### config.mk
export PLATFORM = sky130hd
export DESIGN_NAME = ipair_resolver
export DESIGN_NICKNAME = d
export VERILOG_FILES = /design/src/rtl/ipair_pkg.sv /design/src/rtl/ipair_decode.sv /design/src/rtl/ipair_depth.sv /design/src/rtl/ipair_resolver.sv
export SDC_FILE = /design/constraint.sdc
export NUM_CORES = 1
export LEC_CHECK = 0
export BUFFER_PORTS_ARGS = -buffer_cell sky130_fd_sc_hd__buf_2
export CAP_MARGIN = 0
export CORE_AREA = 8 8 167 169
export DETAILED_ROUTE_END_ITERATION = 10
export DIE_AREA = 0 0 175 177
export HOLD_SLACK_MARGIN = 0.1
export PLACE_DENSITY = 0.47
export SKIP_CTS_REPAIR_TIMING = 1
export SLEW_MARGIN = 20
export SYNTH_ARGS = -nofsm -noshare
export SYNTH_HDL_FRONTEND = slang
export SYNTH_HIERARCHICAL = 1
export SYNTH_SLANG_ARGS = --single-unit
export TNS_END_PERCENT = 1
### constraint.sdc
create_clock -name clk -period 4.4 [get_ports clk]
set_input_delay 0.88 -clock clk [delete_from_list [all_inputs] [get_ports clk]]
set_output_delay 0.88 -clock clk [all_outputs]
set_load 0.05 [all_outputs]
### src/rtl/ipair_pkg.sv
package ipair_pkg;
    localparam int SEG_W  = 14;
    localparam int WRD_W  = 18;
    localparam int MODE_W = 4;
    localparam int DATA_W = SEG_W + WRD_W + MODE_W;

    typedef struct packed {
        logic [SEG_W-1:0] seg;
        logic [WRD_W-1:0] wrd;
    } gaddr_t;

    typedef struct packed {
        logic [SEG_W-1:0]  seg;
        logic [WRD_W-1:0]  wrd;
        logic [MODE_W-1:0] mode;
    } pword_t;

    localparam logic [MODE_W-1:0] FM_POINTER  = 4'd0;
    localparam logic [MODE_W-1:0] FM_UNLINKED = 4'd3;

    // second-word mode: [1:0] index select, [2] chain, [3] reserved
    typedef enum logic [1:0] {
        IX_NONE = 2'd0,
        IX_DISP = 2'd1,
        IX_REG  = 2'd2,
        IX_BAD  = 2'd3
    } ixsel_e;

    typedef enum logic [1:0] {
        TK_NONE    = 2'd0,
        TK_LINK    = 2'd1,
        TK_ILLEGAL = 2'd2,
        TK_LOOP    = 2'd3
    } trap_e;

    typedef enum logic [1:0] {
        ST_IDLE   = 2'd0,
        ST_FIRST  = 2'd1,
        ST_SECOND = 2'd2
    } phase_e;

    function automatic logic [WRD_W-1:0] wrd_add(input logic [WRD_W-1:0] a,
                                                  input logic [WRD_W-1:0] b);
        return a + b;
    endfunction
endpackage

### src/rtl/ipair_decode.sv
module ipair_decode
    import ipair_pkg::*;
(
    input  pword_t              first,
    input  pword_t              second,
    input  logic [WRD_W-1:0]    index_val,
    output gaddr_t              next_addr,
    output logic                chain,
    output trap_e               fault
);
    ixsel_e           sel;
    logic [WRD_W-1:0] offset;

    always_comb begin
        sel = ixsel_e'(second.mode[1:0]);
        case (sel)
            IX_DISP: offset = second.wrd;
            IX_REG:  offset = index_val;
            default: offset = '0;
        endcase
        next_addr.seg = first.seg;
        next_addr.wrd = wrd_add(first.wrd, offset);
        chain         = second.mode[2];
        if (first.mode == FM_UNLINKED)
            fault = TK_LINK;
        else if (first.mode != FM_POINTER)
            fault = TK_ILLEGAL;
        else if (second.mode[3] || sel == IX_BAD)
            fault = TK_ILLEGAL;
        else
            fault = TK_NONE;
    end
endmodule

### src/rtl/ipair_depth.sv
module ipair_depth #(
    parameter int MAX_DEPTH = 8
) (
    input  logic clk,
    input  logic rst,
    input  logic clr,
    input  logic inc,
    output logic last
);
    localparam int CW = (MAX_DEPTH > 2) ? $clog2(MAX_DEPTH) : 1;
    localparam logic [CW-1:0] LAST_V = CW'(MAX_DEPTH - 1);

    logic [CW-1:0] cnt;

    always_ff @(posedge clk) begin
        if (rst || clr)
            cnt <= '0;
        else if (inc)
            cnt <= cnt + 1'b1;
    end

    assign last = (cnt == LAST_V);


    depth_cap_chk: assert property (@(posedge clk) disable iff (rst)
        (inc && !clr) |-> !last);
endmodule

### src/rtl/ipair_resolver.sv
module ipair_resolver
    import ipair_pkg::*;
#(
    parameter int MAX_DEPTH = 8
) (
    input  logic                       clk,
    input  logic                       rst,
    input  logic                       start,
    input  logic [ipair_pkg::SEG_W-1:0]  start_seg,
    input  logic [ipair_pkg::WRD_W-1:0]  start_wrd,
    input  logic [ipair_pkg::WRD_W-1:0]  index_val,
    output logic                       busy,
    output logic                       rd_req,
    output logic [ipair_pkg::SEG_W-1:0]  rd_seg,
    output logic [ipair_pkg::WRD_W-1:0]  rd_wrd,
    input  logic                       rd_ready,
    input  logic [ipair_pkg::DATA_W-1:0] rd_data,
    output logic                       done,
    output logic [ipair_pkg::SEG_W-1:0]  res_seg,
    output logic [ipair_pkg::WRD_W-1:0]  res_wrd,
    output logic                       trap,
    output logic [1:0]                 trap_kind,
    output logic [ipair_pkg::SEG_W-1:0]  trap_seg,
    output logic [ipair_pkg::WRD_W-1:0]  trap_wrd
);
    phase_e  phase;
    gaddr_t  cur;
    pword_t  first_q;
    pword_t  second_w;
    gaddr_t  res_q;
    gaddr_t  trap_at;
    trap_e   tkind_q;
    gaddr_t  next_addr;
    logic    chain;
    trap_e   fault;
    logic    at_last;
    logic    pair_in;
    logic    d_clr;
    logic    d_inc;

    assign second_w = pword_t'(rd_data);
    assign pair_in  = (phase == ST_SECOND) && rd_ready;

    ipair_decode u_decode (
        .first     (first_q),
        .second    (second_w),
        .index_val (index_val),
        .next_addr (next_addr),
        .chain     (chain),
        .fault     (fault)
    );

    assign d_clr = (phase == ST_IDLE) && start;
    assign d_inc = pair_in && (fault == TK_NONE) && chain && !at_last;

    ipair_depth #(.MAX_DEPTH(MAX_DEPTH)) u_depth (
        .clk  (clk),
        .rst  (rst),
        .clr  (d_clr),
        .inc  (d_inc),
        .last (at_last)
    );

    always_ff @(posedge clk) begin
        if (rst) begin
            phase   <= ST_IDLE;
            cur     <= '0;
            first_q <= '0;
            res_q   <= '0;
            trap_at <= '0;
            tkind_q <= TK_NONE;
            done    <= 1'b0;
            trap    <= 1'b0;
        end else begin
            done <= 1'b0;
            trap <= 1'b0;
            case (phase)
                ST_IDLE: begin
                    if (start) begin
                        cur.seg <= start_seg;
                        cur.wrd <= start_wrd;
                        phase   <= ST_FIRST;
                    end
                end
                ST_FIRST: begin
                    if (rd_ready) begin
                        first_q <= pword_t'(rd_data);
                        phase   <= ST_SECOND;
                    end
                end
                ST_SECOND: begin
                    if (rd_ready) begin
                        if (fault != TK_NONE) begin
                            trap    <= 1'b1;
                            tkind_q <= fault;
                            if (fault == TK_LINK) begin
                                trap_at.seg <= first_q.seg;
                                trap_at.wrd <= first_q.wrd;
                            end else begin
                                trap_at <= cur;
                            end
                            phase <= ST_IDLE;
                        end else if (chain && at_last) begin
                            trap    <= 1'b1;
                            tkind_q <= TK_LOOP;
                            trap_at <= cur;
                            phase   <= ST_IDLE;
                        end else if (chain) begin
                            cur   <= next_addr;
                            phase <= ST_FIRST;
                        end else begin
                            done  <= 1'b1;
                            res_q <= next_addr;
                            phase <= ST_IDLE;
                        end
                    end
                end
                default: phase <= ST_IDLE;
            endcase
        end
    end

    assign busy      = (phase != ST_IDLE);
    assign rd_req    = busy;
    assign rd_seg    = cur.seg;
    assign rd_wrd    = wrd_add(cur.wrd, WRD_W'(phase == ST_SECOND));
    assign res_seg   = res_q.seg;
    assign res_wrd   = res_q.wrd;
    assign trap_seg  = trap_at.seg;
    assign trap_wrd  = trap_at.wrd;
    assign trap_kind = tkind_q;


    addr_hold_chk: assert property (@(posedge clk) disable iff (rst)
        (rd_req && !rd_ready) |=> (rd_req && $stable(rd_seg) && $stable(rd_wrd)));


    pair_step_chk: assert property (@(posedge clk) disable iff (rst)
        (phase == ST_FIRST && rd_ready) |=>
            (rd_req && rd_seg == $past(rd_seg) && rd_wrd == $past(rd_wrd) + WRD_W'(1)));


    end_excl_chk: assert property (@(posedge clk) disable iff (rst)
        !(done && trap));


    end_idle_chk: assert property (@(posedge clk) disable iff (rst)
        (done || trap) |-> !busy);


    trap_code_chk: assert property (@(posedge clk) disable iff (rst)
        trap |-> (trap_kind != 2'd0));
endmodule

**Yosys cells after proc, flatten, opt, wreduce, memory -nomap -nowiden**

Cells that the tools add are included.

- Register bits after elaboration: 141
- Input port bits: 90
- Output and inout port bits: 102
- Word-level logic and storage cells: 84

- Add/subtract/negate cells: 3
- Equality and inequality tests: 14
- Muxes and demuxes: 25
- Bitwise logic cells: 5
- Reduce and logical (&&, ||, !) cells: 23

Operators with widths:

| kind | count |
|---|---|
| $mux 32 | 8 |
| $pmux 32 s2 | 1 |
| $pmux 18 s2 | 1 |
| $add 18x1->18 | 1 |
| $add 18x18->18 | 1 |
| $mux 2 | 8 |
| $ne 2x2->1 const B | 6 |
| $reduce_bool 2->1 | 4 |
| $eq 2x1->1 const B | 3 |
| $eq 2x2->1 const B | 3 |
| $logic_and 1x1->1 | 6 |
| $mux 1 | 6 |
| $pmux 2 s3 | 1 |
| $reduce_and 3->1 | 2 |
| $reduce_and 6->1 | 1 |
| $not 1->1 | 5 |
| $reduce_and 5->1 | 1 |
| $reduce_or 5->1 | 1 |
| $eq 4x2->1 const B | 1 |
| $logic_not 2->1 | 2 |
| $reduce_bool 4->1 | 1 |
| $add 3x1->3 const B | 1 |
| $eq 3x3->1 const B | 1 |
| $reduce_or 3->1 | 1 |
| other kinds (3) | 4 |

**Logic depth before layout (Yosys ltp)**

Gate-level depths: netlist (run 1).

- Depth after elaboration: 9
- Mapped depth: 16
- Gate-level depth less buffers: 14

**Cells and area by module**

Netlist (run 1), hierarchy kept.

Modules (own cells, without submodules):

| module | times used | cells an instance | area an instance (um^2) | sequential area each (um^2) |
|---|---|---|---|---|
| ipair_resolver | 1 | 684 | 6025.8 | 2762.6 |
| ipair_decode | 1 | 179 | 1278.7 | 0.0 |
| ipair_depth | 1 | 11 | 133.9 | 60.1 |

**Least setup slack after synthesis (run 1)**

OpenSTA, ideal clock, no wires.

- Path kind: input port to flip-flop
- Start point: in rd_data[0] (netlist name)
- End point: reg cur[12] (netlist name)
- Library setup time: 0.089 ns
- Arrival: 3.644 ns
- Required time: 4.311 ns
- Slack: 0.667 ns
- Stages on the path: 16
- Path buffers: 2
- Path through: inv_1 ha_1 clkbuf_1 buf_1 a22oi_1 nor2_1 ha_1 inv_1 fa_1 nor2b_1 o2111ai_1 nand3_1 a2111oi_1 a311oi_1 mux2i_1 a311oi_2

RTL lines:

| what | RTL line | text |
|---|---|---|
| start, declared | ipair_resolver.sv:17 | `input logic [ipair_pkg::DATA_W-1:0] rd_data,` |
| end signal, assigned | ipair_resolver.sv:109 | `cur <= next_addr;` |
| end, declared | ipair_resolver.sv:27 | `gaddr_t cur;` |

**Worst setup path after layout (run 1)**

- Start point: reg phase[1]
- End point: out rd_wrd[11] (netlist name)

- Cells in the longest elaborated chain, start to end: 2

RTL lines:

| what | RTL line | text |
|---|---|---|
| start, declared | ipair_resolver.sv:26 | `phase_e phase;` |
| start signal, assigned | ipair_resolver.sv:66 | `phase <= ST_IDLE;` |
| start signal, assigned | ipair_resolver.sv:82 | `phase <= ST_FIRST;` |
| start signal, assigned | ipair_resolver.sv:88 | `phase <= ST_SECOND;` |
| $eq 2x2->1 | ipair_resolver.sv:126 | `assign rd_wrd = wrd_add(cur.wrd, WRD_W'(phase == ST_SECOND));` |
| $add 18x1->18 | ipair_pkg.sv:44 | `return a + b;` |
| end, declared | ipair_resolver.sv:15 | `output logic [ipair_pkg::WRD_W-1:0] rd_wrd,` |

No other way between the ends.

==> results, run 1 <==
- In the final layout, the share of cells above drive strength 1 is 26.87%.
- The via count of the routed design is 6,659.
- The critical path is of the reg2out type.
- The first TritonRoute pass finished after 5 iterations.
- The post-layout net count is 1,117.
- The flow ran to the end, and the final reports show no timing, DRC or antenna violations.
- The net count after synthesis is 988.
- Data arrives at the worst endpoint at 3.12 ns.
- Once detail routing completed, the nets flagged for antenna violations numbered 0.
- Once layout is done, the placed cells without fillers occupy 0.009195 mm2.
- The DRC violation count after routing is 0.
- The area overhead of the layout relative to synthesis is 23.62%.
- In the synthesized netlist the async set-or-reset flop fraction comes to 0%.
- No sink is reached through more buffers than the 2 on the longest clock path.
- The aggregate routed wire length is 25.84 mm.
- After layout, the minimum clock period comes to 3.999 ns.
- The critical path goes through buf_4 -> nand3b_1 -> nor4_1 -> xor2_1 -> buf_2.
- The number of synthesis warnings is 6.
- Measured along the x axis, the die boundary spans 175 um.
- The peak per-stage delay on the critical path is 0.77 ns.
- The total overflow left after global routing is 0.
- Detailed placement ended at an HPWL of 18.40 mm.
- The count of final max-slew check failures was 0.
- Summing all multi-input logic gate instances after layout gives 0.004104 mm2.
- Setup violations remaining at the end of the flow were counted as 0.
- The synthesized netlist occupies a cell area of 0.007438 mm2.
- The largest fanout on the critical path is 40.
- The most instantiated flip-flop cell in the synthesis netlist is sky130_fd_sc_hd__dfxtp_1.
- The per-cell routed wire length is 19.12 um.
- Once the floorplan was initialized, standard cells occupied 29.21% of the core.
- The count of boundary I/O pins is 192.
- Power spread over the standard cell area amounts to 400.1 mW/mm2.
- The mean area per synthesized cell is 8.511 um2.
- The total inserted antenna cells is 0.
- Registers take 0.002824 mm2.
- The timing-limited maximum frequency is 250.1 MHz.
- In the finished design, the share of the clock period the worst path needs comes to 90.88%.
- The tightest min-delay check is of the reg2reg type.
- Leaving out fill and tap cells, the most frequent cells in the layout are sky130_fd_sc_hd__buf_2 (190), sky130_fd_sc_hd__nand2_1 (150), sky130_fd_sc_hd__dfxtp_1 (140).
- The sequential fraction of the synthesis area is 37.95%.
- The first global-routing pass estimated 40.10 mm of wire.
- The highest ir drop seen on vdd is 0.1973 mV.
- The clock root buffer is sky130_fd_sc_hd__clkbuf_16.
- The via count normalized by instance count is 4.929.
- The number of enable-type register cells in the synthesized netlist is 0.
- In this run the static leakage power is 3.856 nW.
- The kind of start point of the critical path is a register.
- The max-capacitance violation count is 0.
- Yosys mapped the design onto 55 distinct sky130hd cell types.
- The sum of negative setup slack is 0 ns.
- Across every metal layer, demand over resource in global routing totals 16.60%.
- The floorplan has 59 rows.
- The tightest slew margin relative to the limit is 37.61%.
- The data required time of the critical path is 3.52 ns.
- After filler insertion, the fill cell instance count of the layout stands at 2,734.
- The worst hold slack after final layout is 0.4519 ns.
- The clock network latency to the later pin of the worst-skew pair is 0.43 ns.
- Setup repair after global routing left no endpoint under its margin.
- Clock-pin slew was measured on the worst setup and hold paths at 0.07 ns.
- The detailed router finished its first iteration with 484 violations.
- The flip-flop and latch count after synthesis is 141.
- Input and output buffers added on the ports amount to 191.
- The critical path's top delay family is simple AND/OR/NAND/NOR gates.
- The clock tree skew after final layout is 0.01176 ns.
- The total area inside the core boundary comes to 0.02547 mm2.
- The transition time at the pin with the least slew margin is 0.9359 ns.
- The number of hold violations in the final report was 0.
- Once placement finished, the instance area stood at 0.008482 mm2.
- The overall die area is 0.03098 mm2.
- The critical path buffer and inverter count is 2.
- The worst setup path is captured at a primary output.
- The maximum number of pins on one net before global-route repair is 88.
- The die is 177 um tall.
- TritonCTS built the clock tree.
- The library cell contributing the largest single delay on the critical path is sky130_fd_sc_hd__nor4_1.
- The initial antenna violation count is 1.
- The gate count of the mapped netlist is 874.
- The final weighted congestion of routability-driven global placement is 0.8067.
- Counting every sink on the clock net gives 141.
- Counting the buffers created by CTS gives 17.
- The commonest non-fill, non-tap cell in the layout is sky130_fd_sc_hd__buf_2.
- The H-tree depth is 4.
- The number of global-route vias before repair is 6,629.
## metrics by stage
stage               total power, W  setup WS [ns]  util, %  cells
finish                    0.003679         0.4013    36.10   1351
global route              0.003840         0.1830    36.10   1351
CTS                       0.003721         0.2905    36.00   1350
detailed placement        0.002011         0.4178    33.30   1318
global placement          0.002009         0.5683    33.30   1318
floorplan                 0.001844         0.6673        -    874
## metal layers
| layer | track usage [%] | up-vias | routed length, um | part of all wire (%) |
|---|---|---|---|---|
| met1 | 21.74 | 3132 | 12030 | 47 |
| met2 | 27.34 | 162 | 12320 | 48 |
| met4 | 3.497 | 2 | 182 | 0.70 |
| met5 | 0 | - | 16 | 0.062 |
| met3 | 3.990 | 13 | 1289 | 5.0 |
| li1 | - | 3350 | - | - |
## state kept, by name, summed over array words and instances, names as in the netlist
register and flops:
first_q 36, cur 18, res_wrd 18, trap_wrd 18
rd_seg 14, res_seg 14, trap_seg 14, u_depth/cnt 3
phase 2, trap_kind 2, done 1, trap 1
## cells in the mapped netlist (all sizes together), types with 4 or more instances
cell / count / area share [%]
ha: 23 / 3.9
a211oi: 36 / 3.7
o21ai: 7 / 0.47
nand2b: 4 / 0.34
a21o: 6 / 0.61
nor3: 14 / 1.0
o211ai: 4 / 0.54
nand3: 6 / 0.40
nand2: 150 / 7.6
clkbuf: 45 / 2.3
dfxtp: 141 / 38
a22oi: 18 / 1.8
mux2i: 66 / 8.9
nor2: 66 / 3.3
a311oi: 34 / 5.7
a21oi: 111 / 7.5
a31oi: 4 / 0.42
inv: 11 / 0.56
xor2: 9 / 1.1
and2: 6 / 0.50
nand4: 6 / 0.50
xnor2: 24 / 2.8
buf: 50 / 4.5
## where the power goes
group / internal, W / switching (W)
registers: 0.00133 / 0.0000550
clock network: 0.00108 / 0.000621
logic: 0.000190 / 0.000408
## path summary, 6_finish.rpt
check	startpoint	endpoint	slack [ns]	cells after the start
setup reg to reg	phase[1]	trap_seg[10]	1.30	6
hold reg to reg	res_seg[6]	res_seg[6]	0.45	2
hold / removal	res_seg[6]	res_seg[6]	0.45	2
setup / recovery	phase[1]	rd_wrd[11]	0.40	5
## tightest hold or removal path, delay by kind of cell (launching register included)
| family | cells | cell delay (ns) |
|---|---|---|
| simple gates | 1 | 0.05 |
| flops | 1 | 0.31 |
| compound gates | 1 | 0.05 |
## logic make-up (layout without fill, tap and decap cells)
| family | count (synthesis) | in the layout | synth area share, % |
|---|---|---|---|
| mux | 66 | 66 | 8.881 |
| fa+ha+maj | 24 | 24 | 4.138 |
| compound gates | 231 | 231 | 22.05 |
| xor+xnor | 33 | 33 | 3.886 |
| simple gates | 273 | 273 | 15.76 |
| buf+inv | 106 | 248 | 7.334 |
| flops | 141 | 141 | 37.95 |
## layout make-up
class	count	share of cell area, %
Inverter	11	0.4490
Timing Repair Buffer	205	12.19
Tap cell	335	4.558
Multi-Input combinational cell	627	44.63
Clock buffer	17	4.626
Clock inverter	15	2.830
Sequential cell	141	30.71
No activity file was read; power rests on OpenSTA's default activity.
==> run 2: changes to the inputs <==
Settings changed: CORE_AREA 8 8 167 169 to 8 8 127 129, DIE_AREA 0 0 175 177 to 0 0 135 137, PLACE_DENSITY 0.47 to 0.77.
==> results, run 2 (synthesis gave the netlist of run 1 again) <==
- The H-tree depth came to 4 (unchanged).
- The transition time at the pin with the least slew margin is 1.007 ns (+0.07122 ns).
- The global-route wire length before repair is 35.34 mm (-12%).
- The total inserted antenna cells was 0 (unchanged).
- The final weighted congestion of routability-driven global placement is 0.9359 (+16%).
- The flip-flop count of the largest register, all copies and words added is 36 (unchanged).
- The number of clock sinks is 141 (unchanged).
- The leakage power came to 3.772 nW (-2.2%).
- In this design, the critical path's most frequently occurring cell is sky130_fd_sc_hd__nand4_1.
- The power per standard cell area came to 377.7 mW/mm2 (-5.6%).
- The timing-limited maximum frequency is 271.6 MHz (+8.6%).
- The die span in x is 135 um (-23%).
- The signal on the critical path passes through nor2b_1 -> ha_1 -> nand4_1 -> nor3_1 -> nand4_1 -> xnor2_1 -> buf_2.
- The die height is 137 um (-23%).
- The internal cell power is 0.002307 W (-11%).
- The aggregate routed wire length came to 22.57 mm (-13%).
- The number of global-route vias before repair is 6,638 (+0.14%).
- The count of endpoints failing setup in the final report was 0 (unchanged).
- The DRC violation count after routing is 0 (unchanged).
- The total iterations of the first detailed-routing run is 7 (+2).
- The share of layout cells above drive strength 1 came to 26.70% (-0.17 points).
- The count of final max-slew check failures is 0 (unchanged).
- The placeable core area was 0.01420 mm2 (-44%).
- The worst slack after detailed placement is 0.5481 ns (+0.1303 ns).
- In this design, the largest share of critical-path delay is due to simple AND/OR/NAND/NOR gates.
- The highest ir drop seen on vdd is 0.2278 mV (+15%).
- The power share of the combinational group is 17.4% (+1.1 points).
- The number of placement rows came to 44 (-25%).
- The initial antenna violation count is 0 (-1).
- The total placed cells including tap cells is 1,168 (-11%).
- In the layout the commonest cells are sky130_fd_sc_hd__buf_2 (190), sky130_fd_sc_hd__nand2_1 (150), sky130_fd_sc_hd__dfxtp_1 (140).
- The maximum clock insertion buffer count was 2 (unchanged).
- The overall die area was 0.01850 mm2 (-40%).
- The violation count after the first detailed-route iteration is 618 (+28%).
- The via count of the routed design is 6,968 (+4.6%).
- Relative to the synthesized area, the layout overhead comes to 18.77%.
- The register clock-pin slew on the reported worst setup and hold paths is 0.06 ns (about the same).
- The number of hold violations in the final report is 0 (unchanged).
- The clock tree skew after final layout is 0.007384 ns (-0.004371 ns).
- The largest fanout on the critical path is 8 (-80%).
- The post-layout worst setup margin came to 0.7186 ns (+0.3173 ns).
- The post-route antenna net violation count was 0 (unchanged).
- The sum of negative setup slack came to 0 ns (unchanged).
- The type of the tightest min-delay check is reg2reg.
- The filler cell count is 1,248 (-54%).
- The critical path buffer and inverter count is 1 (-1).
- The max-capacitance violation count was 0 (unchanged).
- The register ranked first by flip-flop count is first_q.
- The final critical-path required period is 3.681 ns (-0.3173 ns).
- The arrival time at the worst endpoint is 2.80 ns (-0.32 ns).
- The per-cell routed wire length was 18.82 um (-1.6%).
- The tightest slew margin relative to the limit was 32.70% (-4.9 points).
- The TritonCTS buffer count is 17 (unchanged).
- The kind of capture point of the worst setup path is a primary output.
- The data required time of the critical path is 3.52 ns (about the same).
- The number of standard cells in the layout, taps in and fillers out is 1,199 (-11%).
- The share of power burned in registers is 41.5% (+3.9 points).
- Setup repair after global routing left no endpoint under its margin.
- The critical path is of the reg2out type.
- Leaving out fill and tap cells, the most frequent cell in the layout is sky130_fd_sc_hd__buf_2.
- The root buffer cell chosen for the clock tree is sky130_fd_sc_hd__clkbuf_16.
- The count of port buffers added during placement was 191 (unchanged).
- The worst hold slack after final layout came to 0.4525 ns (+0.0005560 ns).
- The ratio of final minimum period to clock period is 83.67% (-7.2 points).
- The flow ran to the end, and the final reports show no timing, DRC or antenna violations.
- The kind of start point of the critical path is a register.
- The post-layout net count is 1,117 (unchanged).
- The peak per-stage delay on the critical path is 0.59 ns (-0.18 ns).
- The global routing usage summed across all routing layers is 24.13% (+7.5 points).
- The clock tree from TritonCTS is done.
- The count of boundary I/O pins is 192 (unchanged).
- The library cell contributing the largest single delay on the critical path is sky130_fd_sc_hd__nor3_1.
- The clock network latency to the later pin of the worst-skew pair is 0.43 ns (about the same).
- The net switching power is 0.001031 W (-4.9%).
- The switching share of power is 30.89% (+1.4 points).
- The sum of overflow across all layers after global routing is 0 (unchanged).
- The maximum number of pins on one net before global-route repair was 142 (+61%).
- The initial standard-cell utilization of the core is 52.37% (+23 points).
- The via count normalized by instance count is 5.812 (+18%).
- The estimated wirelength of the detail-placed design is 15.82 mm (-14%).
- The share of power burned in the clock network is 41.1% (-5.0 points).
run 2: layout make-up:
| cell class | count | area (um2) | share of cell area, % |
|---|---|---|---|
| clock buffer | 19 | 442.9 | 5.013 |
| multi-input combinational | 627 | 4104 | 46.45 |
| sequential | 141 | 2824 | 31.96 |
| timing repair buffer | 205 | 1076 | 12.18 |
| tap | 184 | 230.2 | 2.606 |
| inverter | 11 | 41.29 | 0.4674 |
| clock inverter | 12 | 116.4 | 1.317 |
run 2: worst paths after layout:
| check | from | end | cells past startpoint | slack (ns) |
|---|---|---|---|---|
| max | phase[0] | rd_wrd[14] | 7 | 0.72 |
| max reg2reg | phase[1] | trap_seg[4] | 6 | 1.35 |
| min reg2reg | res_wrd[2] | res_wrd[2] | 2 | 0.45 |
| min | res_wrd[2] | res_wrd[2] | 2 | 0.45 |
run 2: worst register-to-register path, cell delays in order (launching register included):
cell and delay [ns]:
sky130_fd_sc_hd__dfxtp_2 0.34, sky130_fd_sc_hd__buf_4 0.62, sky130_fd_sc_hd__nand3b_1 0.43, sky130_fd_sc_hd__nor2_4 0.87, sky130_fd_sc_hd__buf_4 0.42, sky130_fd_sc_hd__nor2_1 0.08, sky130_fd_sc_hd__a211oi_1 0.21
run 2: metal layers:
| metal | GRT usage (%) | share of wire (%) | up-vias |
|---|---|---|---|
| met5 | 0 | 0 | - |
| met4 | 10.36 | 2.5 | 0 |
| met3 | 5.543 | 7.3 | 44 |
| met2 | 39.29 | 47 | 290 |
| met1 | 30.07 | 43 | 3295 |
| li1 | - | - | 3339 |
run 2: stage by stage:
step | area [um2] | power [W] | util [%]
3_5_place_dp | 8275 | 0.001987 | 58.26
5_1_grt | 8835 | 0.003448 | 62.20
4_1_cts | 8835 | 0.003344 | 62.20
3_3_place_gp | 8275 | 0.001977 | 58.26
6_report | 8835 | 0.003337 | 62.20
2_1_floorplan | 7438 | 0.001844 | -
run 2: power groups by stage:
stage	Clock [W]	Sequential, W	Combinational [W]
2_1_floorplan	0	0.00142	0.000424
3_3_place_gp	0	0.00141	0.000566
3_5_place_dp	0	0.00141	0.000574
4_1_cts	0.00138	0.00138	0.000576
5_1_grt	0.00144	0.00139	0.000620
6_report	0.00137	0.00139	0.000580
